## src/rtl/lchan_pkg.sv

```systemverilog
package lchan_pkg;

  // Widest channel tag the strobe bundle can carry.
  localparam int TAG_MAX_W = 8;

  // Strobes from the control side to the datapath.
  typedef struct packed {
    logic                 xfer;  // a word is accepted at this edge
    logic [TAG_MAX_W-1:0] ch;    // channel owning the current slot
  } sendStb_t;

endpackage

```

## src/rtl/lchan_rxq.sv

```systemverilog
module lchan_rxq #(
  parameter  int DATA_W = 16,
  parameter  int DEPTH  = 8,
  localparam int PTR_W  = (DEPTH > 1) ? $clog2(DEPTH) : 1,
  localparam int CNT_W  = $clog2(DEPTH + 1)
) (
  input  logic              clk,
  input  logic              rstN,
  input  logic              pushEn,
  input  logic [DATA_W-1:0] pushData,
  input  logic              popEn,
  output logic [DATA_W-1:0] headData,
  output logic              notEmpty,
  output logic              full
);

  logic [DATA_W-1:0] mem [DEPTH];
  logic [PTR_W-1:0]  wrPtr;
  logic [PTR_W-1:0]  rdPtr;
  logic [CNT_W-1:0]  count;
  logic              popOk;

  assign popOk    = popEn && (count != '0);
  assign notEmpty = (count != '0);
  assign full     = (count == CNT_W'(DEPTH));
  assign headData = mem[rdPtr];

  always_ff @(posedge clk) begin
    if (pushEn) mem[wrPtr] <= pushData;
  end

  always_ff @(posedge clk or negedge rstN) begin
    if (!rstN) begin
      wrPtr <= '0;
      rdPtr <= '0;
      count <= '0;
    end else begin
      if (pushEn) wrPtr <= (wrPtr == PTR_W'(DEPTH - 1)) ? '0 : wrPtr + 1'b1;
      if (popOk)  rdPtr <= (rdPtr == PTR_W'(DEPTH - 1)) ? '0 : rdPtr + 1'b1;
      if (pushEn && !popOk)      count <= count + 1'b1;
      else if (popOk && !pushEn) count <= count - 1'b1;
    end
  end

  // popping an empty queue leaves it empty
  a_r12_empty_pop: assert property (@(posedge clk) disable iff (!rstN)
    (popEn && (count == '0) && !pushEn) |=> (count == '0));

endmodule

```

## src/rtl/lchan_ctrl.sv

```systemverilog
module lchan_ctrl
  import lchan_pkg::*;
#(
  parameter  int NUM_CH = 4,
  parameter  int DEPTH  = 8,
  localparam int TAG_W  = $clog2(NUM_CH),
  localparam int CNT_W  = $clog2(DEPTH + 1)
) (
  input  logic              clk,
  input  logic              rstN,
  input  logic [NUM_CH-1:0] chanEn,
  input  logic [NUM_CH-1:0] sendValid,
  output logic [NUM_CH-1:0] sendReady,
  input  logic              creditValid,
  input  logic [TAG_W-1:0]  creditTag,
  output sendStb_t          stb
);

  logic [TAG_W-1:0] curSlot;
  logic [TAG_W-1:0] nextSlot;
  logic [TAG_W-1:0] probe;
  logic             found;
  int               scanJ;

  // Next allocated channel after the current slot, ascending with wrap.
  always_comb begin
    nextSlot = curSlot;
    found    = 1'b0;
    probe    = '0;
    scanJ    = 0;
    for (int i = 1; i <= NUM_CH; i++) begin
      scanJ = int'(curSlot) + i;
      if (scanJ >= NUM_CH) scanJ = scanJ - NUM_CH;
      probe = TAG_W'(scanJ);
      if (!found && chanEn[probe]) begin
        nextSlot = probe;
        found    = 1'b1;
      end
    end
  end

  always_ff @(posedge clk or negedge rstN) begin
    if (!rstN) curSlot <= '0;
    else       curSlot <= nextSlot;
  end

  // One free-slot counter per channel.
  for (genvar c = 0; c < NUM_CH; c++) begin : g_chan
    logic [CNT_W-1:0] freeCnt;
    logic             take;
    logic             give;

    assign sendReady[c] = chanEn[c] && (curSlot == TAG_W'(c)) && (freeCnt != '0);
    assign take         = sendValid[c] && sendReady[c];
    assign give         = creditValid && (creditTag == TAG_W'(c));

    always_ff @(posedge clk or negedge rstN) begin
      if (!rstN)              freeCnt <= CNT_W'(DEPTH);
      else if (take && !give) freeCnt <= freeCnt - 1'b1;
      else if (give && !take) freeCnt <= freeCnt + 1'b1;
    end

    // outstanding words never exceed the far queue depth
    a_r5_credit_bound: assert property (@(posedge clk) disable iff (!rstN)
      freeCnt <= CNT_W'(DEPTH));
  end

  assign stb.xfer = |(sendValid & sendReady);
  assign stb.ch   = TAG_MAX_W'(curSlot);

  // at most one channel may be accepted per slot
  a_r3_single_owner: assert property (@(posedge clk) disable iff (!rstN)
    $onehot0(sendReady));

  // with a stable nonzero mask the slot lands on an allocated channel
  a_r2_rotate: assert property (@(posedge clk) disable iff (!rstN)
    (chanEn != '0) ##1 (chanEn == $past(chanEn)) |-> chanEn[curSlot]);

endmodule

```

## src/rtl/lchan_dpath.sv

```systemverilog
module lchan_dpath
  import lchan_pkg::*;
#(
  parameter  int NUM_CH = 4,
  parameter  int DATA_W = 16,
  parameter  int DEPTH  = 8,
  localparam int TAG_W  = $clog2(NUM_CH),
  localparam int PEND_W = $clog2(DEPTH + 1)
) (
  input  logic                     clk,
  input  logic                     rstN,
  input  logic [NUM_CH*DATA_W-1:0] sendData,
  input  sendStb_t                 stb,
  input  logic [NUM_CH-1:0]        rxPop,
  output logic                     linkValid,
  output logic [TAG_W-1:0]         linkTag,
  output logic [DATA_W-1:0]        linkData,
  output logic                     creditValid,
  output logic [TAG_W-1:0]         creditTag,
  output logic [NUM_CH*DATA_W-1:0] rxData,
  output logic [NUM_CH-1:0]        rxNotEmpty
);

  logic [DATA_W-1:0] selWord;
  logic [NUM_CH-1:0] pushEn;
  logic [NUM_CH-1:0] popDone;
  logic [NUM_CH-1:0] qFull;
  logic [NUM_CH-1:0] pendNz;
  logic              retValid;
  logic [TAG_W-1:0]  retTag;
  logic [TAG_W-1:0]  lastRet;
  logic [TAG_W-1:0]  probe;
  int                scanJ;

  // Word of the slot owner.
  always_comb begin
    selWord = '0;
    for (int i = 0; i < NUM_CH; i++) begin
      if (stb.ch == TAG_MAX_W'(i)) selWord = sendData[i*DATA_W +: DATA_W];
    end
  end

  // Physical bus register.
  always_ff @(posedge clk or negedge rstN) begin
    if (!rstN) begin
      linkValid <= 1'b0;
      linkTag   <= '0;
      linkData  <= '0;
    end else begin
      linkValid <= stb.xfer;
      if (stb.xfer) begin
        linkTag  <= stb.ch[TAG_W-1:0];
        linkData <= selWord;
      end
    end
  end

  // Per-channel receive queues and pending-credit counters.
  for (genvar c = 0; c < NUM_CH; c++) begin : g_rx
    logic [PEND_W-1:0] pend;
    logic              sent;

    assign pushEn[c]  = linkValid && (linkTag == TAG_W'(c));
    assign popDone[c] = rxPop[c] && rxNotEmpty[c];
    assign sent       = retValid && (retTag == TAG_W'(c));
    assign pendNz[c]  = (pend != '0);

    lchan_rxq #(
      .DATA_W (DATA_W),
      .DEPTH  (DEPTH)
    ) i_rxq (
      .clk      (clk),
      .rstN     (rstN),
      .pushEn   (pushEn[c]),
      .pushData (linkData),
      .popEn    (rxPop[c]),
      .headData (rxData[c*DATA_W +: DATA_W]),
      .notEmpty (rxNotEmpty[c]),
      .full     (qFull[c])
    );

    always_ff @(posedge clk or negedge rstN) begin
      if (!rstN)                 pend <= '0;
      else if (popDone[c] && !sent) pend <= pend + 1'b1;
      else if (sent && !popDone[c]) pend <= pend - 1'b1;
    end

    // the credit scheme never lets a word reach a full queue
    a_r9_no_overflow: assert property (@(posedge clk) disable iff (!rstN)
      pushEn[c] |-> !qFull[c]);
  end

  // Return one credit per cycle, rotating priority after the last one sent.
  always_comb begin
    retValid = 1'b0;
    retTag   = lastRet;
    probe    = '0;
    scanJ    = 0;
    for (int i = 1; i <= NUM_CH; i++) begin
      scanJ = int'(lastRet) + i;
      if (scanJ >= NUM_CH) scanJ = scanJ - NUM_CH;
      probe = TAG_W'(scanJ);
      if (!retValid && pendNz[probe]) begin
        retValid = 1'b1;
        retTag   = probe;
      end
    end
  end

  always_ff @(posedge clk or negedge rstN) begin
    if (!rstN)         lastRet <= TAG_W'(NUM_CH - 1);
    else if (retValid) lastRet <= retTag;
  end

  assign creditValid = retValid;
  assign creditTag   = retTag;

endmodule

```

## src/rtl/lchan_mux_link.sv

```systemverilog
module lchan_mux_link
  import lchan_pkg::*;
#(
  parameter  int NUM_CH = 4,
  parameter  int DATA_W = 16,
  parameter  int DEPTH  = 8,
  localparam int TAG_W  = $clog2(NUM_CH)
) (
  input  logic                     clk,
  input  logic                     rstN,
  input  logic [NUM_CH-1:0]        chanEn,
  input  logic [NUM_CH-1:0]        sendValid,
  input  logic [NUM_CH*DATA_W-1:0] sendData,
  output logic [NUM_CH-1:0]        sendReady,
  output logic                     linkValid,
  output logic [TAG_W-1:0]         linkTag,
  output logic [DATA_W-1:0]        linkData,
  output logic                     creditValid,
  output logic [TAG_W-1:0]         creditTag,
  input  logic [NUM_CH-1:0]        rxPop,
  output logic [NUM_CH*DATA_W-1:0] rxData,
  output logic [NUM_CH-1:0]        rxNotEmpty
);

  sendStb_t stb;

  lchan_ctrl #(
    .NUM_CH (NUM_CH),
    .DEPTH  (DEPTH)
  ) i_ctrl (
    .clk         (clk),
    .rstN        (rstN),
    .chanEn      (chanEn),
    .sendValid   (sendValid),
    .sendReady   (sendReady),
    .creditValid (creditValid),
    .creditTag   (creditTag),
    .stb         (stb)
  );

  lchan_dpath #(
    .NUM_CH (NUM_CH),
    .DATA_W (DATA_W),
    .DEPTH  (DEPTH)
  ) i_dpath (
    .clk         (clk),
    .rstN        (rstN),
    .sendData    (sendData),
    .stb         (stb),
    .rxPop       (rxPop),
    .linkValid   (linkValid),
    .linkTag     (linkTag),
    .linkData    (linkData),
    .creditValid (creditValid),
    .creditTag   (creditTag),
    .rxData      (rxData),
    .rxNotEmpty  (rxNotEmpty)
  );

  // only allocated channels appear on the bus
  a_r10_alloc_only: assert property (@(posedge clk) disable iff (!rstN)
    linkValid |-> chanEn[linkTag]);

endmodule

```

## config.mk

```make
export PLATFORM = sky130hd
export DESIGN_NAME = lchan_mux_link
export DESIGN_NICKNAME = d
export VERILOG_FILES = /design/src/rtl/lchan_pkg.sv /design/src/rtl/lchan_rxq.sv /design/src/rtl/lchan_ctrl.sv /design/src/rtl/lchan_dpath.sv /design/src/rtl/lchan_mux_link.sv
export SDC_FILE = /design/constraint.sdc
export NUM_CORES = 1
export LEC_CHECK = 0
export BUFFER_PORTS_ARGS = -buffer_cell sky130_fd_sc_hd__buf_4
export CAP_MARGIN = 20
export CELL_PAD_IN_SITES_DETAIL_PLACEMENT = 0
export CELL_PAD_IN_SITES_GLOBAL_PLACEMENT = 1
export CORE_MARGIN = 3
export CORE_UTILIZATION = 56
export DETAILED_ROUTE_END_ITERATION = 10
export MAX_ROUTING_LAYER = met4
export PLACE_DENSITY_LB_ADDON = 0.1
export SLEW_MARGIN = 20
export SYNTH_ARGS = -nofsm -noshare
export SYNTH_HDL_FRONTEND = slang
export SYNTH_SLANG_ARGS = --single-unit
export TNS_END_PERCENT = 20
```

## constraint.sdc

```tcl
create_clock -name clk -period 9.11 [get_ports clk]
set_input_delay 1.822 -clock clk [delete_from_list [all_inputs] [get_ports clk]]
set_output_delay 1.822 -clock clk [all_outputs]
set_load 0.005 [all_outputs]
```

Word-level counts from Yosys, hierarchy flattened:

Memories as Yosys holds them, arrays and structs flattened.
Cells that the tools add are included.

* reduce and logical (&&, ||, !) cells: 106
* $add $sub $neg: 48
* bitwise logic cells: 1
* mux-type cells: 83
* order comparisons: 16
* equality and inequality tests: 17

Operators with widths (count)
* 4-bit two-way mux: 24
* 16-bit two-way mux: 4
* 1-bit logical AND: 54
* 4-bit nonzero test: 13
* 4-bit by 1-bit adder with 4-bit output, second input constant: 12
* 4-bit by 1-bit subtractor with 4-bit output, second input constant: 12
* 2-bit two-way mux: 16
* 3-bit by 1-bit adder with 3-bit output, second input constant: 8
* 3-bit equality test, second input constant: 8
* 2-bit by 3-bit < comparator with 1-bit output, second input constant: 8
* 3-bit two-way mux: 8
* 2-bit nonzero test: 12
* 1-bit two-way mux: 23
* 1-bit zero test: 22
* 3-bit greater-or-equal comparator, second input constant: 6
* 1-bit binary-select mux with 2-bit select: 8
* 2-bit by 1-bit subtractor with 2-bit output, second input constant: 8
* 2-bit by 2-bit adder with 3-bit output, second input constant: 4
* 2-bit equality test, second input constant: 6
* 2-bit by 3-bit adder with 4-bit output, second input constant: 2
* 4-bit by 3-bit greater-or-equal comparator with 1-bit output, second input constant: 2
* 8-bit zero test: 1
* 2-bit by 1-bit adder with 3-bit output, second input constant: 2
* 2-bit by 1-bit equality test with 1-bit output, second input constant: 3
* other kinds (3): 5

* memories: 4
* memory bits (writable): 512
* input bits: 78
* word-level logic and storage cells: 300
* register bits after elaboration: 95

Memory list
* i_dpath.g_rx[0].i_rxq.mem: depth 8, width 16, read ports 1, clocked after Yosys merged registers in 0, wr ports 1, line lchan_rxq.sv:17 `logic [DATA_W-1:0] mem [DEPTH];`
* i_dpath.g_rx[1].i_rxq.mem: depth 8, width 16, read ports 1, clocked after Yosys merged registers in 0, wr ports 1, line lchan_rxq.sv:17
* i_dpath.g_rx[2].i_rxq.mem: depth 8, width 16, read ports 1, clocked after Yosys merged registers in 0, wr ports 1, line lchan_rxq.sv:17
* i_dpath.g_rx[3].i_rxq.mem: depth 8, width 16, read ports 1, clocked after Yosys merged registers in 0, wr ports 1, line lchan_rxq.sv:17

Logic depth before layout (Yosys ltp):

Gate-level depths: netlist of the first run.

* depth in word-level cells: 20
* depth in mapped cells: 11
* mapped depth without buffers: 11

Modules after synthesis:

A second synthesis of the first run with hierarchy kept.

* cell total of the unflattened synthesis: 1404
* area, all modules: 26382.8 sq um

Modules (own cells, without submodules)
* lchan_rxq at i_dpath.g_rx[2].i_rxq ...: instances 2, area each 5582.9 sq um, cells an instance 250, sequential area each 4093.9 sq um
* lchan_rxq at i_dpath.g_rx[0].i_rxq: instances 1, area each 5571.6 sq um, cells an instance 252, sequential area each 4093.9 sq um
* lchan_rxq at i_dpath.g_rx[1].i_rxq: instances 1, area each 5569.1 sq um, cells an instance 252, sequential area each 4093.9 sq um
* lchan_dpath: instances 1, area each 2424.8 sq um, cells an instance 225, sequential area each 928.4 sq um
* lchan_ctrl: instances 1, area each 1651.6 sq um, cells an instance 175, sequential area each 455.4 sq um

Worst setup path after synthesis of the first run:

No wires, ideal clock.

* path type: flip-flop to output port
* from: register i_dpath.g_rx[0].i_rxq.rdPtr[0]
* to: output port rxData[0]
* stages on the path, launching flop included: 5
* buffers on the path: 2
* path slack: 5.260 ns
* arrival: 2.028 ns
* cells stage by stage: dfrtp_1 clkbuf_1 buf_1 mux4_2 mux2_2

* word-level cells in the longest chain between the ends: 1

RTL lines
* from (decl): line lchan_rxq.sv:19 `logic [PTR_W-1:0] rdPtr;`
* from (signal assigned): line lchan_rxq.sv:39 `if (popOk) rdPtr <= (rdPtr == PTR_W'(DEPTH - 1)) ? '0 : rdPtr + 1'b1;`
* memory 8 x 16 bit
* to (decl): line lchan_mux_link.sv:21 `output logic [NUM_CH*DATA_W-1:0] rxData,`

No other way between the ends.

Worst setup path in the final report of the first run:

* from: register i_dpath.g_rx[0].i_rxq.rdPtr[0]
* to: output port rxData[11]

The elaborated chain is that of the path after synthesis.

==> results of run 1 <==
-- worst min-delay path: cells and delay by family (launching register included) --
family          cells  cell delay, ns
flops               1            0.37
compound gates      1            0.06
simple gates        1            0.05
-- through the flow --
step	worst slack (ns)	hold WS, ns
6_report	4.57	0.511
3_5_place_dp	4.95	0.500
2_1_floorplan	5.26	0.467
5_1_grt	4.37	0.533
4_1_cts	4.44	0.516
3_3_place_gp	4.96	0.489
-- logic make-up (layout without fill, tap and decap cells) --
| kind of cell | count (synthesis) | after routing | share of synthesized area [%] |
|---|---|---|---|
| flops | 607 | 607 | 68.9 |
| buf+inv | 129 | 373 | 2.03 |
| simple gates | 236 | 236 | 4.52 |
| mux | 238 | 238 | 16.1 |
| compound gates | 165 | 165 | 3.96 |
| fa+ha+maj | 68 | 68 | 3.65 |
| xor+xnor | 24 | 24 | 0.816 |
-- report_power, final --
part           total [uW]  internal, uW  switching, uW  leakage (uW)
clock                2490          1460           1020      0.000960
sequential           4200          3650            548       0.00578
combinational        3490          1780           1710       0.00387
total               10200          6900           3280        0.0106
-- metal layers --
layer | up-vias | track usage, %
li1 | 6192 | -
met1 | 7059 | 32.1
met2 | 390 | 38.2
met3 | 97 | 3.98
met4 | 0 | 6.37
met5 | - | -
-- sequential cells by signal, indices dropped and copies added, names as in the netlist --
register,flops
i_dpath.g_rx.i_rxq.mem,512
i_ctrl.g_chan.freeCnt,16
i_dpath.g_rx.i_rxq.count,16
i_dpath.g_rx.pend,16
i_dpath.linkData,16
i_dpath.g_rx.i_rxq.rdPtr,12
i_dpath.g_rx.i_rxq.wrPtr,12
i_ctrl.curSlot,2
i_dpath.lastRet,2
i_dpath.linkTag,2
i_dpath.linkValid,1
-- path summary, 6_finish.rpt --
kind	slack, ns	from	endpoint
max in group asynchronous	6.64	rstN	i_dpath.g_rx[1].i_rxq.rdPtr[0]$_DFFE_PN0P_
min in group asynchronous	1.17	rstN	i_dpath.g_rx[3].i_rxq.count[2]$_DFFE_PN0P_
worst min register to register	0.51	i_dpath.g_rx[2].i_rxq.count[2]$_DFFE_PN0P_	i_dpath.g_rx[2].i_rxq.count[2]$_DFFE_PN0P_
worst max-delay path	4.57	i_dpath.g_rx[0].i_rxq.rdPtr[0]$_DFFE_PN0P_	rxData[11]
worst min-delay path	0.51	i_dpath.g_rx[2].i_rxq.count[2]$_DFFE_PN0P_	i_dpath.g_rx[2].i_rxq.count[2]$_DFFE_PN0P_
worst max register to register	5.56	i_ctrl.curSlot[1]$_DFFE_PN0P_	i_ctrl.g_chan[1].freeCnt[3]$_DFFE_PN1P_
-- placed cells by master, fill, tap and decap left out, types with 18 or more instances in the layout --
cell       Yosys  final
ha_1          56     56
mux2_2        89     89
dfrtp_1       89     79
mux4_2       128    128
xnor2_1       20     20
nor2_1        30     25
nand2b_1      18     18
edfxtp_1     512    512
inv_1         55     55
nand2_1       87     87
o21ai_0       56     56
clkbuf_16      0     58
nor3_1        49     37
a21oi_1       47     47
buf_4          4    209
-- area by class of cell --
class	count	area [sq um]	share of cell area (%)
multi-input combinational	731	7650	25.5
clock inverter	35	447	1.49
timing repair buffer	209	1570	5.24
clock buffer	74	1550	5.18
inverter	55	206	0.690
sequential	607	17800	59.4
tap	592	741	2.47
==> results.sh, run 1 <==
export IMPL_critPathBufInv=2
export IMPL_path_depth=4
export IMPL_cts_hold_buf=0
export IMPL_cts_buffer_depth=3
export IMPL_start_util_pct=57.5
export IMPL_first_global_vias=14100
export IMPL_worst_path_max_fanout=26
export IMPL_diodes=0
export IMPL_chipHeight_um=220
export IMPL_min_path_cells=2
export IMPL_cpMaxStageDelayCell="mux4_2"
export IMPL_max_freq_mhz=220
export IMPL_grt_remaining_overflow=0
export IMPL_htree_num_levels=2
export IMPL_netlist_area_leader_share_pct=59.7
export IMPL_met3_wirelength_um=2960
export IMPL_drive_gt1_share_pct=33.0
export IMPL_cp_slowest_stage_delay_ns=0.58
export IMPL_avgViaCountPerCell=5.97
export IMPL_critPathLaunchType="flip-flop"
export IMPL_rows=77
export IMPL_root_buffer="clkbuf_16"
export IMPL_worstPathCellList="buf_4 > mux4_2 > mux2_2 > buf_4"
export IMPL_port_buffers=171
export IMPL_place_area_sq_um=27900
export IMPL_leakagePower_uw=0.0106
export IMPL_ys_flop_type="edfxtp_1"
export IMPL_p_total_uw=10200
export IMPL_p_per_area_nw_per_um2=340
export IMPL_dpl_cell_count=2194
export IMPL_fp_dieArea_sq_um=48600
export IMPL_fillCellCount=3020
export IMPL_numCtsBuffers=58
export IMPL_synth_area_sq_um=25800
export IMPL_via_count=13700
export IMPL_final_cells=2303
export IMPL_ys_seq_area_share_pct=68.9
export IMPL_ys_ff_latch=607
export IMPL_finalCritPeriodShare_pct=49.8
export IMPL_syn2layout_area_growth_pct=16.2
export IMPL_hold_path_class="flip-flop to flip-flop"
export IMPL_cpMostUsedCell="buf_4"
export IMPL_drt_wl_total_um=54300
export IMPL_critPathArrivalTime_ns=2.72
export IMPL_clkTransAtPathRegs_ns=0.06
export IMPL_cts_setup_buffers=0
export IMPL_synth_most_common_cell="edfxtp_1"
export IMPL_place_hpwl_um=33000
export IMPL_met2WireLength_um=27000
export IMPL_period_needed_ns=4.54
export IMPL_maxSlewHeadroom_pct=27.5
export IMPL_synth_largest_area_cell="edfxtp_1"
export IMPL_required_ns=7.29
export IMPL_yosysUniqueCellTypes=48
export IMPL_worstMarginPinSlew_ns=1.09
export IMPL_syn_area_per_cell_sq_um=17.6
export IMPL_maxCapViolations=0
export IMPL_setup_tns_ns=0
export IMPL_crit_family="multiplexers"
export IMPL_final_hold_violation_count=0
export IMPL_fin_skew_ns=0.0267
export IMPL_synth_nets=1613
export IMPL_grt_pass1_wl_um=83300
export IMPL_cts_tree="done"
export IMPL_wl_met1_um=23000
export IMPL_grt_max_degree=63
export IMPL_drc=0
export IMPL_maxSlewViolCount=0
export IMPL_endpoint_kind="primary output"
export IMPL_grt_usage_pct=23.7
export IMPL_syn_inst=1467
export IMPL_ios=172
export IMPL_cts_resized=0
export IMPL_antenna_found_initial=0
export IMPL_final_core_util_pct=66.8
export IMPL_status="completed"
export IMPL_critical_path_class="flip-flop to primary output"
export IMPL_core_area_sq_um=44800
export IMPL_place_congestion=0.785
export IMPL_clk_latency_ns=0.62
export IMPL_synth_edff_count=512
export IMPL_grt_setup_unrepaired="false"
export IMPL_drt_iter0_drc=1065
export IMPL_clock_sinks=607
export IMPL_async_flop_share_pct=15.7
export IMPL_finalInstanceArea_sq_um=29900
export IMPL_rr_worst_depth=9
export IMPL_synth_common_cells="edfxtp_1, mux4_2, dfrtp_1, mux2_2, nand2_1"
export IMPL_ant_nets=0
export IMPL_netlist_top_cells_area="edfxtp_1, mux4_2, dfrtp_1, mux2_2, ha_1"
export IMPL_fin_nets=1808
export IMPL_setup_violations_final=0
export IMPL_top_layer_used="met4"
export IMPL_post_drt_wl_per_cell_um=23.6
export IMPL_irDropWorstVdd_v=0.000200
export IMPL_yosysWarnings=0
export IMPL_drt_first_pass_iters=5
export IMPL_die_w_um=220
Power figures use the tool's default switching activity.
==> run 2: changes to the inputs <==
Settings changed: CORE_UTILIZATION 56 to 52.
Clock period 9.11 ns to 4.6 ns, I/O delays scaled along.
==> run 2 against run 1 <==
Net effect:
- sequential share of layout area down 0.43 points
- sequential power rose by 99%
- wire length up 4.0%
- register-to-register slack lost 4.4 ns
- setup slack worse by 3.7 ns
- critical path type unchanged
- largest power group unchanged
==> results.sh, run 2 (same netlist as run 1, synthesis figures left out) <==
export IMPL_finalCritPeriodShare_pct=80.6
export IMPL_drc=0
export IMPL_via_count=13800
export IMPL_final_common_cell="edfxtp_1"
export IMPL_p_seq_share_pct=41.0
export IMPL_maxSlewViolCount=0
export IMPL_drive_gt1_share_pct=33.4
export IMPL_period_needed_ns=3.71
export IMPL_p_sw_share_pct=32.2
export IMPL_cts_resized=0
export IMPL_core_area_sq_um=48300
export IMPL_grt_pass1_wl_um=87300
export IMPL_endpoint_kind="primary output"
export IMPL_cpMostUsedCell="buf_4"
export IMPL_setup_violations_final=0
export IMPL_grt_setup_unrepaired="false"
export IMPL_drt_first_pass_iters=5
export IMPL_grt_remaining_overflow=0
export IMPL_worstMarginPinSlew_ns=1.06
export IMPL_worst_path_max_fanout=22
export IMPL_final_hold_violation_count=0
export IMPL_leakagePower_uw=0.0108
export IMPL_place_ws_ns=1.14
export IMPL_htree_num_levels=2
export IMPL_cts_buffer_depth=3
export IMPL_diodes=0
export IMPL_regArea_sq_um=17800
export IMPL_status="completed"
export IMPL_die_w_um=229
export IMPL_critPathArrivalTime_ns=2.79
export IMPL_maxSlewHeadroom_pct=29.3
export IMPL_timing_reg2reg_setup_slack_ns=1.15
export IMPL_switching_power_uw=6560
export IMPL_cpMaxStageDelayCell="dfrtp_2"
export IMPL_p_comb_share_pct=34.0
export IMPL_setup_tns_ns=0
export IMPL_root_buffer="clkbuf_16"
export IMPL_clkPwrFrac_pct=25.0
export IMPL_max_freq_mhz=270
export IMPL_p_per_area_nw_per_um2=676
export IMPL_required_ns=3.68
export IMPL_busiest_layer="met2"
export IMPL_place_congestion=0.865
export IMPL_place_hpwl_um=34400
export IMPL_worst_slack_ns=0.890
export IMPL_drt_wl_total_um=56500
export IMPL_drt_iter0_drc=1044
export IMPL_use_met2_pct=36.5
export IMPL_power_internal_uw=13800
export IMPL_clkTransAtPathRegs_ns=0.06
export IMPL_post_drt_wl_per_cell_um=23.7
export IMPL_critPathLaunchType="flip-flop"
export IMPL_grt_usage_pct=22.7
export IMPL_cp_slowest_stage_delay_ns=0.85
export IMPL_cts_setup_buffers=0
export IMPL_largest_register="i_dpath.g_rx.i_rxq.mem"
export IMPL_fin_nets=1828
export IMPL_syn2layout_area_growth_pct=17.0
export IMPL_final_core_util_pct=62.4
export IMPL_port_buffers=171
export IMPL_hold_path_class="input pin to async pin"
export IMPL_avgViaCountPerCell=5.79
export IMPL_grt_met3_usage_pct=3.17
export IMPL_use_met1_pct=31.6
export IMPL_numCtsBuffers=61
export IMPL_final_cell_mix="edfxtp_1, buf_4, mux4_2"
export IMPL_ios=172
export IMPL_cts_hold_buf=0
export IMPL_multiInputGateArea_sq_um=7590
export IMPL_critPathBufInv=2
export IMPL_irDropWorstVdd_v=0.000379
export IMPL_start_util_pct=53.3
export IMPL_largest_reg_flops=512
export IMPL_rows=80
export IMPL_antenna_found_initial=1
export IMPL_chipHeight_um=229
export IMPL_maxCapViolations=0
export IMPL_grt_max_degree=46
export IMPL_clock_sinks=607
export IMPL_clk_latency_ns=0.61
export IMPL_worstPathCellList="buf_4 > mux4_2 > mux2_2 > buf_4"
export IMPL_first_global_vias=14300
export IMPL_crit_family="flip-flops"
export IMPL_fin_skew_ns=0.0187
export IMPL_fillCellCount=3480
export IMPL_cts_tree="done"
export IMPL_fp_dieArea_sq_um=52200
export IMPL_critical_path_class="flip-flop to primary output"
export IMPL_ant_nets=0
[run 2: layout make-up]
class                      count  area share [%]
clock buffer                  72            5.27
clock inverter                41            1.59
timing repair buffer         226            5.63
inverter                      55           0.685
tap                          656            2.72
sequential                   607            58.9
multi-input combinational    731            25.2
[run 2: path summary, 6_finish.rpt]
check | endpoint | cells past startpoint | start
worst max register to register | i_ctrl.g_chan[1].freeCnt[3]$_DFFE_PN1P_ | 9 | i_ctrl.curSlot[1]$_DFFE_PN0P_
worst min register to register | i_dpath.g_rx[1].i_rxq.count[2]$_DFFE_PN0P_ | 2 | i_dpath.g_rx[1].i_rxq.count[2]$_DFFE_PN0P_
min in group clk | i_dpath.g_rx[1].i_rxq.count[2]$_DFFE_PN0P_ | 2 | i_dpath.g_rx[1].i_rxq.count[2]$_DFFE_PN0P_
worst max-delay path | rxData[34] | 4 | i_dpath.g_rx[2].i_rxq.rdPtr[0]$_DFFE_PN0P_
max in group asynchronous | i_ctrl.g_chan[2].freeCnt[3]$_DFFE_PN1P_ | 2 | rstN
worst min-delay path | i_dpath.g_rx[2].i_rxq.count[2]$_DFFE_PN0P_ | 1 | rstN
[run 2: per-stage QoR]
stage	power (uW)	instances	hold slack, ns	area (sq um)
2_1_floorplan	12700	1467	0.467	25800
6_report	20400	2388	0.353	30200
3_3_place_gp	15300	2275	0.493	28100
3_5_place_dp	15500	2275	0.499	28100
4_1_cts	20600	2388	0.348	30100
5_1_grt	21600	2388	0.364	30200
[run 2: power by group through the flow]
stage                     Sequential, uW  Combinational [uW]  Clock, uW
after floorplan                     8000                4680          0
final                               8340                6940       5090
after global placement              8470                6840          0
after global routing                8500                7650       5440
after detailed placement            8490                7030          0
after CTS                           8390                7050       5200
[run 2: metal layers]
| metal | up-vias | wire length [um] |
|---|---|---|
| met5 | - | 0 |
| met4 | 0 | 890 |
| met3 | 60 | 3030 |
| met2 | 374 | 27800 |
| met1 | 7168 | 24800 |
| li1 | 6230 | - |
==> run 3: changes to the inputs <==
Settings changed: CORE_UTILIZATION 52 to 47.
Clock period 4.6 ns to 3 ns, I/O delays scaled along.
==> run 3 against run 2 <==
Net effect:
- critical path depth did not move
- sequential share of layout area fell by 0.85 points
- total power rose by 55%
- first-iteration DRC count fell by 5.3%
- wire length rose by 2.5%
- sequential power rose by 46%
- global-route usage fell by 1.6 points
- register-to-register slack got worse by 1.0 ns
- via count barely moved
- clock-buffer cell count fell by 2
- critical endpoint is now rxData[22]
- largest power group unchanged
- highest routed layer unchanged
==> results.sh, run 3 (same netlist as run 1, synthesis figures left out) <==
export IMPL_root_buffer="clkbuf_16"
export IMPL_clk_latency_ns=0.61
export IMPL_worstPathCellList="buf_12 > mux4_2 > mux2_4 > buf_6"
export IMPL_finalCritPeriodShare_pct=97.6
export IMPL_maxCapViolations=0
export IMPL_critical_path_class="flip-flop to primary output"
export IMPL_avgViaCountPerCell=5.61
export IMPL_die_w_um=240
export IMPL_drt_iter0_drc=989
export IMPL_hold_ws_ns=0.339
export IMPL_drt_wl_total_um=57900
export IMPL_status="completed"
export IMPL_p_per_area_nw_per_um2=1030
export IMPL_min_path_cells=3
export IMPL_grt_remaining_overflow=0
export IMPL_cts_buffer_depth=3
export IMPL_place_hpwl_um=36700
export IMPL_fin_skew_ns=0.0222
export IMPL_drt_first_pass_iters=5
export IMPL_hold_path_class="input pin to flip-flop"
export IMPL_irDropWorstVdd_v=0.000573
export IMPL_clock_sinks=607
export IMPL_core_area_sq_um=54000
export IMPL_grt_pass1_wl_um=87300
export IMPL_critPathLaunchType="flip-flop"
export IMPL_port_buffers=171
export IMPL_via_count=13800
export IMPL_drive_gt1_share_pct=35.3
export IMPL_largest_reg_flops=512
export IMPL_chipHeight_um=240
export IMPL_final_hold_violation_count=0
export IMPL_antenna_found_initial=0
export IMPL_syn2layout_area_growth_pct=18.7
export IMPL_place_congestion=0.776
export IMPL_drc=0
export IMPL_ant_nets=0
export IMPL_rows=85
export IMPL_worstMarginPinSlew_ns=0.891
export IMPL_grt_setup_unrepaired="true"
export IMPL_setup_violations_final=0
export IMPL_clkTransAtPathRegs_ns=0.06
export IMPL_final_common_cell="edfxtp_1"
export IMPL_diodes=0
export IMPL_critPathArrivalTime_ns=2.33
export IMPL_grt_usage_pct=21.1
export IMPL_fin_nets=1867
export IMPL_grt_max_degree=38
export IMPL_required_ns=2.40
export IMPL_endpoint_kind="primary output"
export IMPL_period_needed_ns=2.93
export IMPL_multiInputGateArea_sq_um=7650
export IMPL_cpMaxStageDelayCell="mux4_2"
export IMPL_fp_dieArea_sq_um=57700
export IMPL_leakagePower_uw=0.0110
export IMPL_worst_slack_ns=0.0728
export IMPL_post_drt_wl_per_cell_um=23.5
export IMPL_first_global_vias=14200
export IMPL_largest_register="i_dpath.g_rx.i_rxq.mem"
export IMPL_htree_num_levels=2
export IMPL_ios=172
export IMPL_worst_path_max_fanout=32
export IMPL_numCtsBuffers=60
export IMPL_final_cell_mix="edfxtp_1, buf_4, mux4_2"
export IMPL_final_core_util_pct=56.6
export IMPL_timing_reg2reg_setup_slack_ns=0.13
export IMPL_cp_slowest_stage_delay_ns=0.56
export IMPL_rr_worst_depth=9
export IMPL_maxSlewHeadroom_pct=40.6
export IMPL_cts_tree="done"
export IMPL_regArea_sq_um=17800
export IMPL_max_freq_mhz=342
export IMPL_start_util_pct=47.7
export IMPL_maxSlewViolCount=0
export IMPL_place_ws_ns=0.0199
export IMPL_fillCellCount=4182
run 3: where the power goes:
part	internal [uW]	switching (uW)	total (uW)
Sequential	11100	1130	12200
Combinational	5990	6080	12100
Clock	4230	3130	7360
run 3: cell type report:
| cell class | count | area share, % |
|---|---|---|
| clock inverter | 43 | 1.22 |
| tap | 696 | 2.85 |
| inverter | 55 | 0.675 |
| multi-input combinational | 731 | 25.0 |
| sequential | 607 | 58.1 |
| timing repair buffer | 266 | 7.07 |
| clock buffer | 70 | 5.10 |
run 3: final timing paths:
check,startpoint,endpoint
max in group asynchronous,rstN,i_ctrl.g_chan[0].freeCnt[3]$_DFFE_PN1P_
hold reg to reg,i_ctrl.g_chan[0].freeCnt[2]$_DFFE_PN0P_,i_ctrl.g_chan[0].freeCnt[2]$_DFFE_PN0P_
setup / recovery,i_dpath.g_rx[1].i_rxq.rdPtr[0]$_DFFE_PN0P_,rxData[22]
setup reg to reg,i_dpath.g_rx[0].pend[3]$_DFFE_PN0P_,i_dpath.g_rx[0].pend[3]$_DFFE_PN0P_
min in group asynchronous,rstN,i_dpath.linkData[2]$_DFFE_PN0P_
hold / removal,chanEn[3],i_ctrl.curSlot[1]$_DFFE_PN0P_
run 3: what timing repair did:
item,4_1_cts,5_1_grt
hold buffers,1,0
setup endpoints to repair,16,25
buffers inserted,3,1
resized for setup,5,37
pin swaps,0,1
hold endpoints to repair,23,0
run 3: metal layers:
layer	up-vias	wire, um	global-route usage (%)
li1	6300	-	-
met1	7136	26400	29.6
met2	342	27700	33.1
met3	59	2870	3.51
met4	0	929	4.35
met5	-	0	-
run 3: per-stage QoR:
step	setup TNS (ns)	total power (uW)	cells	area (sq um)
5_1_grt	-0.132	33500	2468	30600
6_report	0	31700	2468	30600
3_3_place_gp	0	24100	2350	28500
4_1_cts	-0.0608	31800	2467	30500
2_1_floorplan	0	19400	1467	25800
3_5_place_dp	0	24300	2350	28500
run 3: worst max-delay path: cells and delay by family, from the launching register on:
family | cells | cell delay [ns]
multiplexers | 2 | 0.87
flip-flops | 1 | 0.41
buffers and inverters | 2 | 0.40
